==> src/rtl/vliw_pkg.sv <==
package vliw_pkg;

    typedef enum logic [1:0] {
        ST_IDLE,
        ST_RUN,
        ST_DONE
    } eng_state_t;

    typedef enum logic [1:0] {
        K_MUL,
        K_ADD,
        K_DIV
    } unit_kind_t;

    // Units are numbered multipliers first, then adders, then dividers.
    function automatic unit_kind_t kind_of(int idx, int n_mul, int n_add);
        if (idx < n_mul)
            return K_MUL;
        else if (idx < n_mul + n_add)
            return K_ADD;
        else
            return K_DIV;
    endfunction

endpackage

==> src/rtl/vliw_regfile.sv <==
module vliw_regfile #(
    parameter int DATA_W = 16,
    parameter int REG_W  = 3
) (
    input  logic              clk,
    input  logic [REG_W-1:0]  ra0,
    input  logic [REG_W-1:0]  ra1,
    input  logic [REG_W-1:0]  ra_obs,
    output logic [DATA_W-1:0] rd0,
    output logic [DATA_W-1:0] rd1,
    output logic [DATA_W-1:0] rd_obs,
    input  logic              we,
    input  logic [REG_W-1:0]  wa,
    input  logic [DATA_W-1:0] wd
);
    localparam int DEPTH = 1 << REG_W;

    logic [DATA_W-1:0] mem [DEPTH];

    always_ff @(posedge clk) begin
        if (we)
            mem[wa] <= wd;
    end

    assign rd0    = mem[ra0];
    assign rd1    = mem[ra1];
    assign rd_obs = mem[ra_obs];
endmodule

==> src/rtl/vliw_mul_pipe.sv <==
module vliw_mul_pipe #(
    parameter int DATA_W = 16,
    parameter int REG_W  = 3,
    parameter int LAT    = 3
) (
    input  logic              clk,
    input  logic              rst_n,
    input  logic              issue_i,
    input  logic [DATA_W-1:0] a_i,
    input  logic [DATA_W-1:0] b_i,
    input  logic [REG_W-1:0]  dst_i,
    output logic              wb_v_o,
    output logic [DATA_W-1:0] wb_d_o,
    output logic [REG_W-1:0]  wb_r_o
);
    // The write-back happens during the cycle after the last stage register,
    // so LAT-1 stages make the result readable LAT cycles after issue.
    localparam int STG = LAT - 1;

    logic              v_q [STG];
    logic [DATA_W-1:0] d_q [STG];
    logic [REG_W-1:0]  r_q [STG];

    always_ff @(posedge clk or negedge rst_n) begin
        if (!rst_n) begin
            for (int i = 0; i < STG; i++) begin
                v_q[i] <= 1'b0;
                d_q[i] <= '0;
                r_q[i] <= '0;
            end
        end else begin
            v_q[0] <= issue_i;
            d_q[0] <= a_i * b_i;
            r_q[0] <= dst_i;
            for (int i = 1; i < STG; i++) begin
                v_q[i] <= v_q[i-1];
                d_q[i] <= d_q[i-1];
                r_q[i] <= r_q[i-1];
            end
        end
    end

    assign wb_v_o = v_q[STG-1];
    assign wb_d_o = d_q[STG-1];
    assign wb_r_o = r_q[STG-1];
endmodule

==> src/rtl/vliw_xbar.sv <==
module vliw_xbar #(
    parameter int DATA_W  = 16,
    parameter int REG_W   = 3,
    parameter int N_UNITS = 5,
    parameter int UID_W   = 3,
    parameter int N_OUT   = 1
) (
    input  logic              wb_v  [N_UNITS],
    input  logic [DATA_W-1:0] wb_d  [N_UNITS],
    input  logic [REG_W-1:0]  wb_r  [N_UNITS],
    input  logic              xv    [N_OUT],
    input  logic [UID_W-1:0]  xsrc  [N_OUT],
    input  logic [UID_W-1:0]  xdst  [N_OUT],
    input  logic [REG_W-1:0]  xreg  [N_OUT],
    output logic              fw_v  [N_UNITS],
    output logic [DATA_W-1:0] fw_d  [N_UNITS],
    output logic [REG_W-1:0]  fw_r  [N_UNITS],
    output logic              collide
);
    always_comb begin
        collide = 1'b0;
        for (int u = 0; u < N_UNITS; u++) begin
            fw_v[u] = wb_v[u];
            fw_d[u] = wb_d[u];
            fw_r[u] = wb_r[u];
            // Walk outputs from highest to lowest so output 0 has the last word.
            for (int k = N_OUT - 1; k >= 0; k--) begin
                if (xv[k] && (int'(xdst[k]) == u) && (int'(xsrc[k]) < N_UNITS)) begin
                    if (wb_v[int'(xsrc[k])]) begin
                        if (fw_v[u])
                            collide = 1'b1;
                        fw_v[u] = 1'b1;
                        fw_d[u] = wb_d[int'(xsrc[k])];
                        fw_r[u] = xreg[k];
                    end
                end
            end
        end
    end
endmodule

==> src/rtl/vliw_engine.sv <==
module vliw_engine
    import vliw_pkg::*;
#(
    parameter int DATA_W  = 16,
    parameter int REG_W   = 3,
    parameter int PC_W    = 4,
    parameter int N_MUL   = 2,
    parameter int N_ADD   = 2,
    parameter int N_DIV   = 1,
    parameter int XB_OUTS = 1,
    parameter int MUL_LAT = 3,
    localparam int N_UNITS = N_MUL + N_ADD + N_DIV,
    localparam int UID_W   = (N_UNITS > 1) ? $clog2(N_UNITS) : 1,
    localparam int UF_W    = 1 + 3 * REG_W,
    localparam int XF_W    = 1 + 2 * UID_W + REG_W,
    localparam int XB_BASE = N_UNITS * UF_W,
    localparam int INSTR_W = XB_BASE + XB_OUTS * XF_W + 1
) (
    input  logic               clk,
    input  logic               rst_n,
    input  logic               start,
    input  logic               ld_en,
    input  logic               ld_to_rf,
    input  logic [UID_W-1:0]   ld_unit,
    input  logic [PC_W-1:0]    ld_addr,
    input  logic [INSTR_W-1:0] ld_data,
    input  logic [UID_W-1:0]   obs_unit,
    input  logic [REG_W-1:0]   obs_reg,
    output logic [DATA_W-1:0]  obs_data,
    output logic               busy,
    output logic               done,
    output logic               err
);
    localparam int IMEM_DEPTH = 1 << PC_W;

    eng_state_t         state_q, state_d;
    logic [PC_W-1:0]    pc_q;
    logic               err_q;
    logic [INSTR_W-1:0] imem [IMEM_DEPTH];
    logic [INSTR_W-1:0] iw;
    logic               issue;
    logic               halt_bit;
    logic               start_ok;
    logic               xb_collide;

    logic              wb_v  [N_UNITS];
    logic [DATA_W-1:0] wb_d  [N_UNITS];
    logic [REG_W-1:0]  wb_r  [N_UNITS];
    logic              fw_v  [N_UNITS];
    logic [DATA_W-1:0] fw_d  [N_UNITS];
    logic [REG_W-1:0]  fw_r  [N_UNITS];
    logic [DATA_W-1:0] obs_rd [N_UNITS];
    logic              xv    [XB_OUTS];
    logic [UID_W-1:0]  xsrc  [XB_OUTS];
    logic [UID_W-1:0]  xdst  [XB_OUTS];
    logic [REG_W-1:0]  xreg  [XB_OUTS];

    assign issue    = (state_q == ST_RUN);
    assign iw       = imem[pc_q];
    assign halt_bit = iw[INSTR_W-1];
    assign start_ok = start && (state_q != ST_RUN);

    // State register
    always_ff @(posedge clk or negedge rst_n) begin
        if (!rst_n)
            state_q <= ST_IDLE;
        else
            state_q <= state_d;
    end

    // Next state
    always_comb begin
        state_d = state_q;
        unique case (state_q)
            ST_IDLE: if (start) state_d = ST_RUN;
            ST_RUN:  if (halt_bit) state_d = ST_DONE;
            ST_DONE: if (start) state_d = ST_RUN;
            default: state_d = ST_IDLE;
        endcase
    end

    // State-decoded outputs
    always_comb begin
        busy = 1'b0;
        done = 1'b0;
        unique case (state_q)
            ST_IDLE: ;
            ST_RUN:  busy = 1'b1;
            ST_DONE: done = 1'b1;
            default: ;
        endcase
    end

    always_ff @(posedge clk or negedge rst_n) begin
        if (!rst_n) begin
            pc_q  <= '0;
            err_q <= 1'b0;
        end else begin
            if (start_ok)
                pc_q <= '0;
            else if (issue)
                pc_q <= pc_q + 1'b1;
            if (start_ok)
                err_q <= 1'b0;
            else if (issue && xb_collide)
                err_q <= 1'b1;
        end
    end
    assign err = err_q;

    always_ff @(posedge clk) begin
        if (ld_en && !ld_to_rf && !issue)
            imem[ld_addr] <= ld_data;
    end

    for (genvar k = 0; k < XB_OUTS; k++) begin : g_xfield
        localparam int XB = XB_BASE + k * XF_W;
        assign xv[k]   = issue & iw[XB];
        assign xsrc[k] = iw[XB + 1 +: UID_W];
        assign xdst[k] = iw[XB + 1 + UID_W +: UID_W];
        assign xreg[k] = iw[XB + 1 + 2 * UID_W +: REG_W];
    end

    for (genvar u = 0; u < N_UNITS; u++) begin : g_unit
        localparam int FB = u * UF_W;
        localparam unit_kind_t KIND = kind_of(u, N_MUL, N_ADD);

        logic              en;
        logic [REG_W-1:0]  sa, sb, sd;
        logic [DATA_W-1:0] opa, opb;
        logic              ld_hit, rf_we;
        logic [REG_W-1:0]  rf_wa;
        logic [DATA_W-1:0] rf_wd;

        assign en = issue & iw[FB];
        assign sa = iw[FB + 1 +: REG_W];
        assign sb = iw[FB + 1 + REG_W +: REG_W];
        assign sd = iw[FB + 1 + 2 * REG_W +: REG_W];

        if (KIND == K_MUL) begin : g_mul
            vliw_mul_pipe #(.DATA_W(DATA_W), .REG_W(REG_W), .LAT(MUL_LAT)) u_mul (
                .clk     (clk),
                .rst_n   (rst_n),
                .issue_i (en),
                .a_i     (opa),
                .b_i     (opb),
                .dst_i   (sd),
                .wb_v_o  (wb_v[u]),
                .wb_d_o  (wb_d[u]),
                .wb_r_o  (wb_r[u])
            );
        end else if (KIND == K_ADD) begin : g_add
            assign wb_v[u] = en;
            assign wb_d[u] = opa + opb;
            assign wb_r[u] = sd;
        end else begin : g_div
            assign wb_v[u] = en;
            assign wb_d[u] = (opb == '0) ? '1 : opa / opb;
            assign wb_r[u] = sd;
        end

        assign ld_hit = ld_en & ld_to_rf & ~issue & (ld_unit == UID_W'(u));
        assign rf_we  = fw_v[u] | ld_hit;
        assign rf_wa  = fw_v[u] ? fw_r[u] : ld_addr[REG_W-1:0];
        assign rf_wd  = fw_v[u] ? fw_d[u] : ld_data[DATA_W-1:0];

        vliw_regfile #(.DATA_W(DATA_W), .REG_W(REG_W)) u_rf (
            .clk    (clk),
            .ra0    (sa),
            .ra1    (sb),
            .ra_obs (obs_reg),
            .rd0    (opa),
            .rd1    (opb),
            .rd_obs (obs_rd[u]),
            .we     (rf_we),
            .wa     (rf_wa),
            .wd     (rf_wd)
        );
    end

    vliw_xbar #(
        .DATA_W (DATA_W),
        .REG_W  (REG_W),
        .N_UNITS(N_UNITS),
        .UID_W  (UID_W),
        .N_OUT  (XB_OUTS)
    ) u_xbar (
        .wb_v   (wb_v),
        .wb_d   (wb_d),
        .wb_r   (wb_r),
        .xv     (xv),
        .xsrc   (xsrc),
        .xdst   (xdst),
        .xreg   (xreg),
        .fw_v   (fw_v),
        .fw_d   (fw_d),
        .fw_r   (fw_r),
        .collide(xb_collide)
    );

    always_comb begin
        obs_data = '0;
        for (int u = 0; u < N_UNITS; u++)
            if (obs_unit == UID_W'(u))
                obs_data = obs_rd[u];
    end
endmodule

==> config.mk <==
export PLATFORM = sky130hd
export DESIGN_NAME = vliw_engine
export DESIGN_NICKNAME = d
export VERILOG_FILES = /design/src/rtl/vliw_pkg.sv /design/src/rtl/vliw_regfile.sv /design/src/rtl/vliw_mul_pipe.sv /design/src/rtl/vliw_xbar.sv /design/src/rtl/vliw_engine.sv
export SDC_FILE = /design/constraint.sdc
export NUM_CORES = 2
export LEC_CHECK = 0
export BUFFER_PORTS_ARGS = -buffer_cell sky130_fd_sc_hd__buf_4
export CAP_MARGIN = 20
export CORE_UTILIZATION = 35
export CTS_CLUSTER_SIZE = 30
export DETAILED_ROUTE_END_ITERATION = 8
export GPL_ROUTABILITY_DRIVEN = 1
export HOLD_SLACK_MARGIN = 0.06
export SYNTH_ARGS = -nofsm -noshare
export SYNTH_HDL_FRONTEND = slang
export SYNTH_SLANG_ARGS = --single-unit
==> constraint.sdc <==
create_clock -name clk -period 45.9 [get_ports clk]
set_input_delay 0 -clock clk [delete_from_list [all_inputs] [get_ports clk]]
set_output_delay 0 -clock clk [all_outputs]
set_load 0.1 [all_outputs]
## Yosys cells after proc, flatten, opt, wreduce, memory -nomap -nowiden

Memory sizes are Yosys's and may differ from the RTL's.
Cells that the tools add are included.

- Output and inout bits: 19
- Bits in writable memories: 1,616
- Register bits: 87
- Memories kept: 6
- Bits of input ports: 79

- Divide/modulo/power cells: 1
- Eq/ne operators: 17
- Reductions and logical operators: 25
- Multipliers: 2
- $add $sub $neg: 3
- Muxes and demuxes: 88
- Order comparisons: 2
- Bitwise gates (word level): 20

Memories:

| memory | words | width | rd ports | clocked after memory_dff | write ports | RTL line | source |
|---|---|---|---|---|---|---|---|
| imem | 16 | 61 | 1 | 0 | 1 | vliw_engine.sv:39 | `logic [INSTR_W-1:0] imem [IMEM_DEPTH];` |
| g_unit[0].u_rf.mem | 8 | 16 | 3 | 0 | 1 | vliw_regfile.sv:18 | `logic [DATA_W-1:0] mem [DEPTH];` |
| g_unit[1].u_rf.mem | 8 | 16 | 3 | 0 | 1 | vliw_regfile.sv:18 |  |
| g_unit[2].u_rf.mem | 8 | 16 | 3 | 0 | 1 | vliw_regfile.sv:18 |  |
| g_unit[3].u_rf.mem | 8 | 16 | 3 | 0 | 1 | vliw_regfile.sv:18 |  |
| g_unit[4].u_rf.mem | 8 | 16 | 3 | 0 | 1 | vliw_regfile.sv:18 |  |

Operators with widths:

| kind | count |
|---|---|
| 2-to-1 mux 16 bit | 23 |
| binary-select mux 16 bit (select 3 bit) | 1 |
| 2-to-1 mux 3 bit | 15 |
| 2-to-1 mux 1 bit | 43 |
| adder 16 bit | 2 |
| greater-or-equal comparator 32 x 4 -> 1 bit (second input constant) | 1 |
| multiplier 16 x 16 -> 16 bit | 2 |
| inverter 3 -> 32 bit | 1 |
| divider 16 x 16 -> 16 bit | 1 |
| zero test 16 bit | 1 |
| equality test 3 x 2 -> 1 bit (second input constant) | 5 |
| equality test 3 bit (second input constant) | 5 |
| logical AND 1 bit | 14 |
| AND 1 bit | 13 |
| zero test 3 bit | 3 |
| 2-to-1 mux 4 bit | 2 |
| equality test 3 x 1 -> 1 bit (second input constant) | 2 |
| OR 1 bit | 5 |
| adder 4 x 1 -> 4 bit (second input constant) | 1 |
| 2-to-1 mux 2 bit | 2 |
| != test 2 x 1 -> 1 bit (second input constant) | 2 |
| one-hot mux 2 bit (2 select lines) | 1 |
| nonzero test 2 bit | 2 |
| binary-select mux 1 bit (select 3 bit) | 1 |
| other kinds (9) | 10 |

## Longest topological paths before layout

- Depth after elaboration: 22
- Mapped depth: 179
- Gate-level depth less buffers: 165

## Modules after synthesis

A second synthesis with hierarchy kept.

- Cell total of the unflattened synthesis: 5,710
- Area total of the unflattened synthesis: 95,193.8 um^2

Modules (own cells, without submodules):

| module | area an instance (um^2) | sequential area each (um^2) | cells each | times used |
|---|---|---|---|---|
| vliw_engine | 47,121.4 | 29,483.3 | 2,836 | 1 |
| vliw_regfile | 7,115.6 | 3,843.7 | 312 | 5 |
| vliw_mul_pipe at g_unit[1].g_mul.u_mul | 5,139.9 | 1,001.0 | 536 | 1 |
| vliw_mul_pipe at g_unit[0].g_mul.u_mul | 5,112.4 | 1,001.0 | 532 | 1 |
| vliw_xbar | 2,242.2 | 0.0 | 246 | 1 |

## Worst setup path after synthesis

Ideal clock, no wire load.

- Path type: reg2reg
- Start: register pc_q[1]
- End: memory g_unit[3].u_rf.mem[0][0], data pin
- Path buffers: 14
- Cell stages (with the launch flop): 169
- Data required time: 45.577 ns
- Path slack: 11.064 ns
- Data arrival time: 34.512 ns
- Clock period less this slack: 34.836 ns
- Cells stage by stage: dfrtp_1 buf_2 buf_4 mux2_1 mux4_2 buf_2 mux2_2 buf_2 buf_2 nand2_1 and3_1 a311oi_1 a31oi_1 ha_1 inv_1 nor4_1 a41o_1 o21ai_1 [133 not listed] a31oi_1 nor2b_1 o31ai_1 a21boi_0 clkbuf_1 mux2_2 ha_1 a21o_1 a21o_1 a21o_1 a21o_1 a21o_1 a21o_1 a211o_1 a21boi_0 o21ai_0 a22oi_1 o21ai_0

- Longest elaborated chain between the ends: 10
- Elaborated cells on any way between the ends: 29

RTL lines:

| item | RTL line | source |
|---|---|---|
| start, declared | vliw_engine.sv:37 | `logic [PC_W-1:0] pc_q;` |
| start signal, assigned | vliw_engine.sv:102 | `pc_q <= pc_q + 1'b1;` |
| memory read (16 x 61 bit) (*) | n/a |  |
| memory read (8 x 16 bit) | n/a |  |
| divider 16 x 16 -> 16 bit / zero test 16 bit (equally long branches) | vliw_engine.sv:158 | `assign wb_d[u] = (opb == '0) ? '1 : opa / opb;` |
| 2-to-1 mux 16 bit | vliw_engine.sv:158 |  |
| binary-select mux 16 bit (select 3 bit) | vliw_xbar.sv:33 | `fw_d[u] = wb_d[int'(xsrc[k])];` |
| 2-to-1 mux 16 bit (implied by the code) (2 in a row) | vliw_xbar.sv:33 |  |
| 2-to-1 mux 16 bit | vliw_xbar.sv:29 | `if (wb_v[int'(xsrc[k])]) begin` |
| 2-to-1 mux 16 bit | vliw_xbar.sv:28 | `if (xv[k] && (int'(xdst[k]) == u) && (int'(xsrc[k]) < N_UNITS)) begin` |
| 2-to-1 mux 16 bit (*) | vliw_engine.sv:165 | `assign rf_wd = fw_v[u] ? fw_d[u] : ld_data[DATA_W-1:0];` |
| named net g_unit[3].rf_wd[0] | vliw_engine.sv:133 | `logic [DATA_W-1:0] rf_wd;` |
| end, declared | vliw_regfile.sv:18 |  |

The timed path passes the listed nets; every way through them passes the cells marked *. The select of a mux whose other input is x is not followed.

## Final worst setup path

- Start: register pc_q[0]
- End: memory g_unit[3].u_rf.mem[2][0], data pin

Same word-level chain as after synthesis.

==> results.ini <==
[clock_network]
h-tree-depth=4
cts_root_buf=clkbuf_16
insertion_delay_ns=0.87
post-cts-setup-buffers=0
numCtsBuffers=175
clock_path_buffers=3
clkSlewWorstSetupHoldPaths_ns=0.06
clock_sinks=1703
cts_tree=yes

[final_layout]
drive_gt1_frac=0.1712
multi_input_area_sq_um=42060
mostFrequentLayoutCells=1616 x edfxtp_1, 906 x mux2i_1, 689 x nand2_1
seqCellArea_sq_um=50720
fill_cells=24980
nNetsFinal=7755
syn2layout_area_growth_pct=13.06
stdcell_area_sq_um=107500
mostFrequentLayoutCell=edfxtp_1

[place]
placed_area_sq_um=100500
gp_congestion=0.8956
port_buffers=97
dpl.hpwl_microns=193300
pre_cts_ws_ns=5.518

[critical_path]
cp_slowest_stage_delay_ns=1.08
path_class=reg2reg
crit_slowest_cell=a22oi_1
worstSetupEndpointType=register
start_kind=register
crit_arrival_ns=41.73
cp_max_fo=43
crit_required_ns=46.34
regToRegSetupSlack_ns=4.62
cp_common_cell=o21a_1

[timing]
finalWorstSetupSlack_ns=4.616
tightestPinTransition_ns=1.329
rsz0062_at_grt=no
slew_violations=0
finalSetupTns_ns=0
whs_ns=0.1106
setup_viol=0
finalClockSkew_ns=0.05561
post-route-period-util=0.8994
hold_viol=0
max_slew_margin=0.1138
timing.fmax_mhz=24.22
min_period_ns=41.28

[synthesis]
synth_area_leaders=edfxtp_1 51%, mux2i_1 9.5%, mux4_2 7.8%
yosys_warnings=0
synth_seq_cells=1703
async_flop_share=0.05109
ys.flop_type=edfxtp_1
syn_area_per_cell_sq_um=13.43
synth_nets=7591
ys_seq_area_frac=0.5330
syn_inst=7084
netlist_area_sq_um=95120
synth-edff-count=1616
synth_top_area_cell=edfxtp_1
ys_types=89
yosysTopAreaCellShare=0.5101

[die]
initial_core_util=0.3516
design.core.area_sq_um=270500
placementRows=191
die-area_sq_um=273900
ioPinCount=98
fp.dieW_microns=523.3
die_h_microns=523.3

[drt]
antenna_left=0
wirelength_microns=298800
viasPerCell=5.761
first_pass_iters=6
route.vias.total=63220
drtIter0Drc=6643
drc=0
wl_per_cell_microns=27.23

[hold_path]
hp-class=in2reg

[global_routing]
grt_pass1_vias=63990
antenna_found_initial=37
grt_max_degree=105
globalRoute.totalOverflow=0
grt_usage=0.2157
grt_pass1_wl_microns=433200

[flow_run]
drv_cap=0

[outcome]
status=complete, no violations

## layout make-up
class | instances | area share
antenna | 11 | 0.0002560
clock buffer | 235 | 0.04386
clock inverter | 87 | 0.01001
inverter | 302 | 0.01056
multi-input combinational | 4673 | 0.3911
sequential | 1703 | 0.4716
tap | 3570 | 0.04153
timing repair buffer | 393 | 0.03111
## state kept, by name (all words and copies together) (netlist names), 4 cells and up
name,cells
g_unit.g_mul.u_mul.r_q,6
imem,976
g_unit.g_mul.u_mul.d_q,32
g_unit.g_mul.u_mul.wb_d_o,32
g_unit.g_mul.u_mul.wb_r_o,6
pc_q,4
g_unit.u_rf.mem,640
## synth_stat cells (18+ instances only)
library cell and instances:
a211oi_1 51, a21o_1 45, a21oi_1 177, a221oi_1 74, a22oi_1 50, a31oi_1 19, and2_1 125, and3_1 34
buf_1 51, buf_2 95, buf_4 20, clkbuf_1 237, dfrtp_1 87, edfxtp_1 1616, fa_1 162, ha_1 266
inv_1 301, mux2_2 266, mux2i_1 907, mux4_2 331, nand2_1 696, nand2b_1 24, nand3_1 54, nor2_1 247
nor2b_1 69, nor3_1 102, nor4_1 50, o211ai_1 77, o21a_1 66, o21ai_0 300, o221ai_1 34, o22ai_1 58
or2_2 18, or3_1 33, xnor2_1 119, xor2_1 29
## what timing repair did
| action | CTS | global route |
|---|---|---|
| setup endpoints to repair | 0 | 0 |
| hold buffers | 120 | 0 |
| gates resized for setup | 0 | 0 |
| endpoints found under the hold margin | 1588 | 0 |
## worst paths after layout
check,startpoint,to,cells past startpoint
min in group asynchronous,rst_n,g_unit[0].g_mul.u_mul.wb_r_o[0],4
hold reg to reg,g_unit[0].g_mul.u_mul.d_q[19],g_unit[0].g_mul.u_mul.wb_d_o[3],0
max in group asynchronous,rst_n,g_unit[0].g_mul.u_mul.wb_d_o[7],4
setup reg to reg,pc_q[0],g_unit[3].u_rf.mem[2][0],153
setup / recovery,pc_q[0],g_unit[3].u_rf.mem[2][0],153
hold / removal,ld_data[34],imem[5][34],2
## cells by family (layout without fill, tap and decap cells)
| kind of cell | count (synthesis) | count (layout) | synth area share |
|---|---|---|---|
| XOR/XNOR | 149 | 149 | 0.01386 |
| AO/OA/AOI/OAI | 1084 | 1084 | 0.07491 |
| flip-flops | 1703 | 1703 | 0.5330 |
| buffers and inverters | 708 | 1017 | 0.03021 |
| multiplexers | 1513 | 1513 | 0.2064 |
| other | 0 | 11 | 0 |
| AND/OR/NAND/NOR | 1499 | 1499 | 0.07251 |
| adder cells (fa/ha/maj) | 428 | 428 | 0.06908 |
## critical path: cells and delay by family, from the launching register on
family	cells	cell delay [ns]
AOI/OAI and AO/OA	91	21.77
adders and majority gates	15	4.64
buffers and inverters	4	1.25
DFF	1	0.95
muxes	8	3.26
and+or+nand+nor	35	8.85
## per-layer routing
| layer | global-route usage | vias up | wire length (microns) |
|---|---|---|---|
| met5 | 0 | - | 247 |
| met4 | 0.08744 | 36 | 12570 |
| met3 | 0.03741 | 604 | 23010 |
| met2 | 0.3570 | 2600 | 142600 |
| met1 | 0.2797 | 32540 | 120300 |
| li1 | - | 27440 | - |
## per-stage QoR
stage          utilization  cells
6_report            0.3975  10970
5_1_grt             0.3975  10970
4_1_cts             0.3974  10960
3_5_place_dp        0.3715  10520
3_3_place_gp        0.3715  10520
2_1_floorplan            -   7084
Power is not shown: default switching activity piles up to over one toggle a cycle in this logic, so the estimate is an artifact.
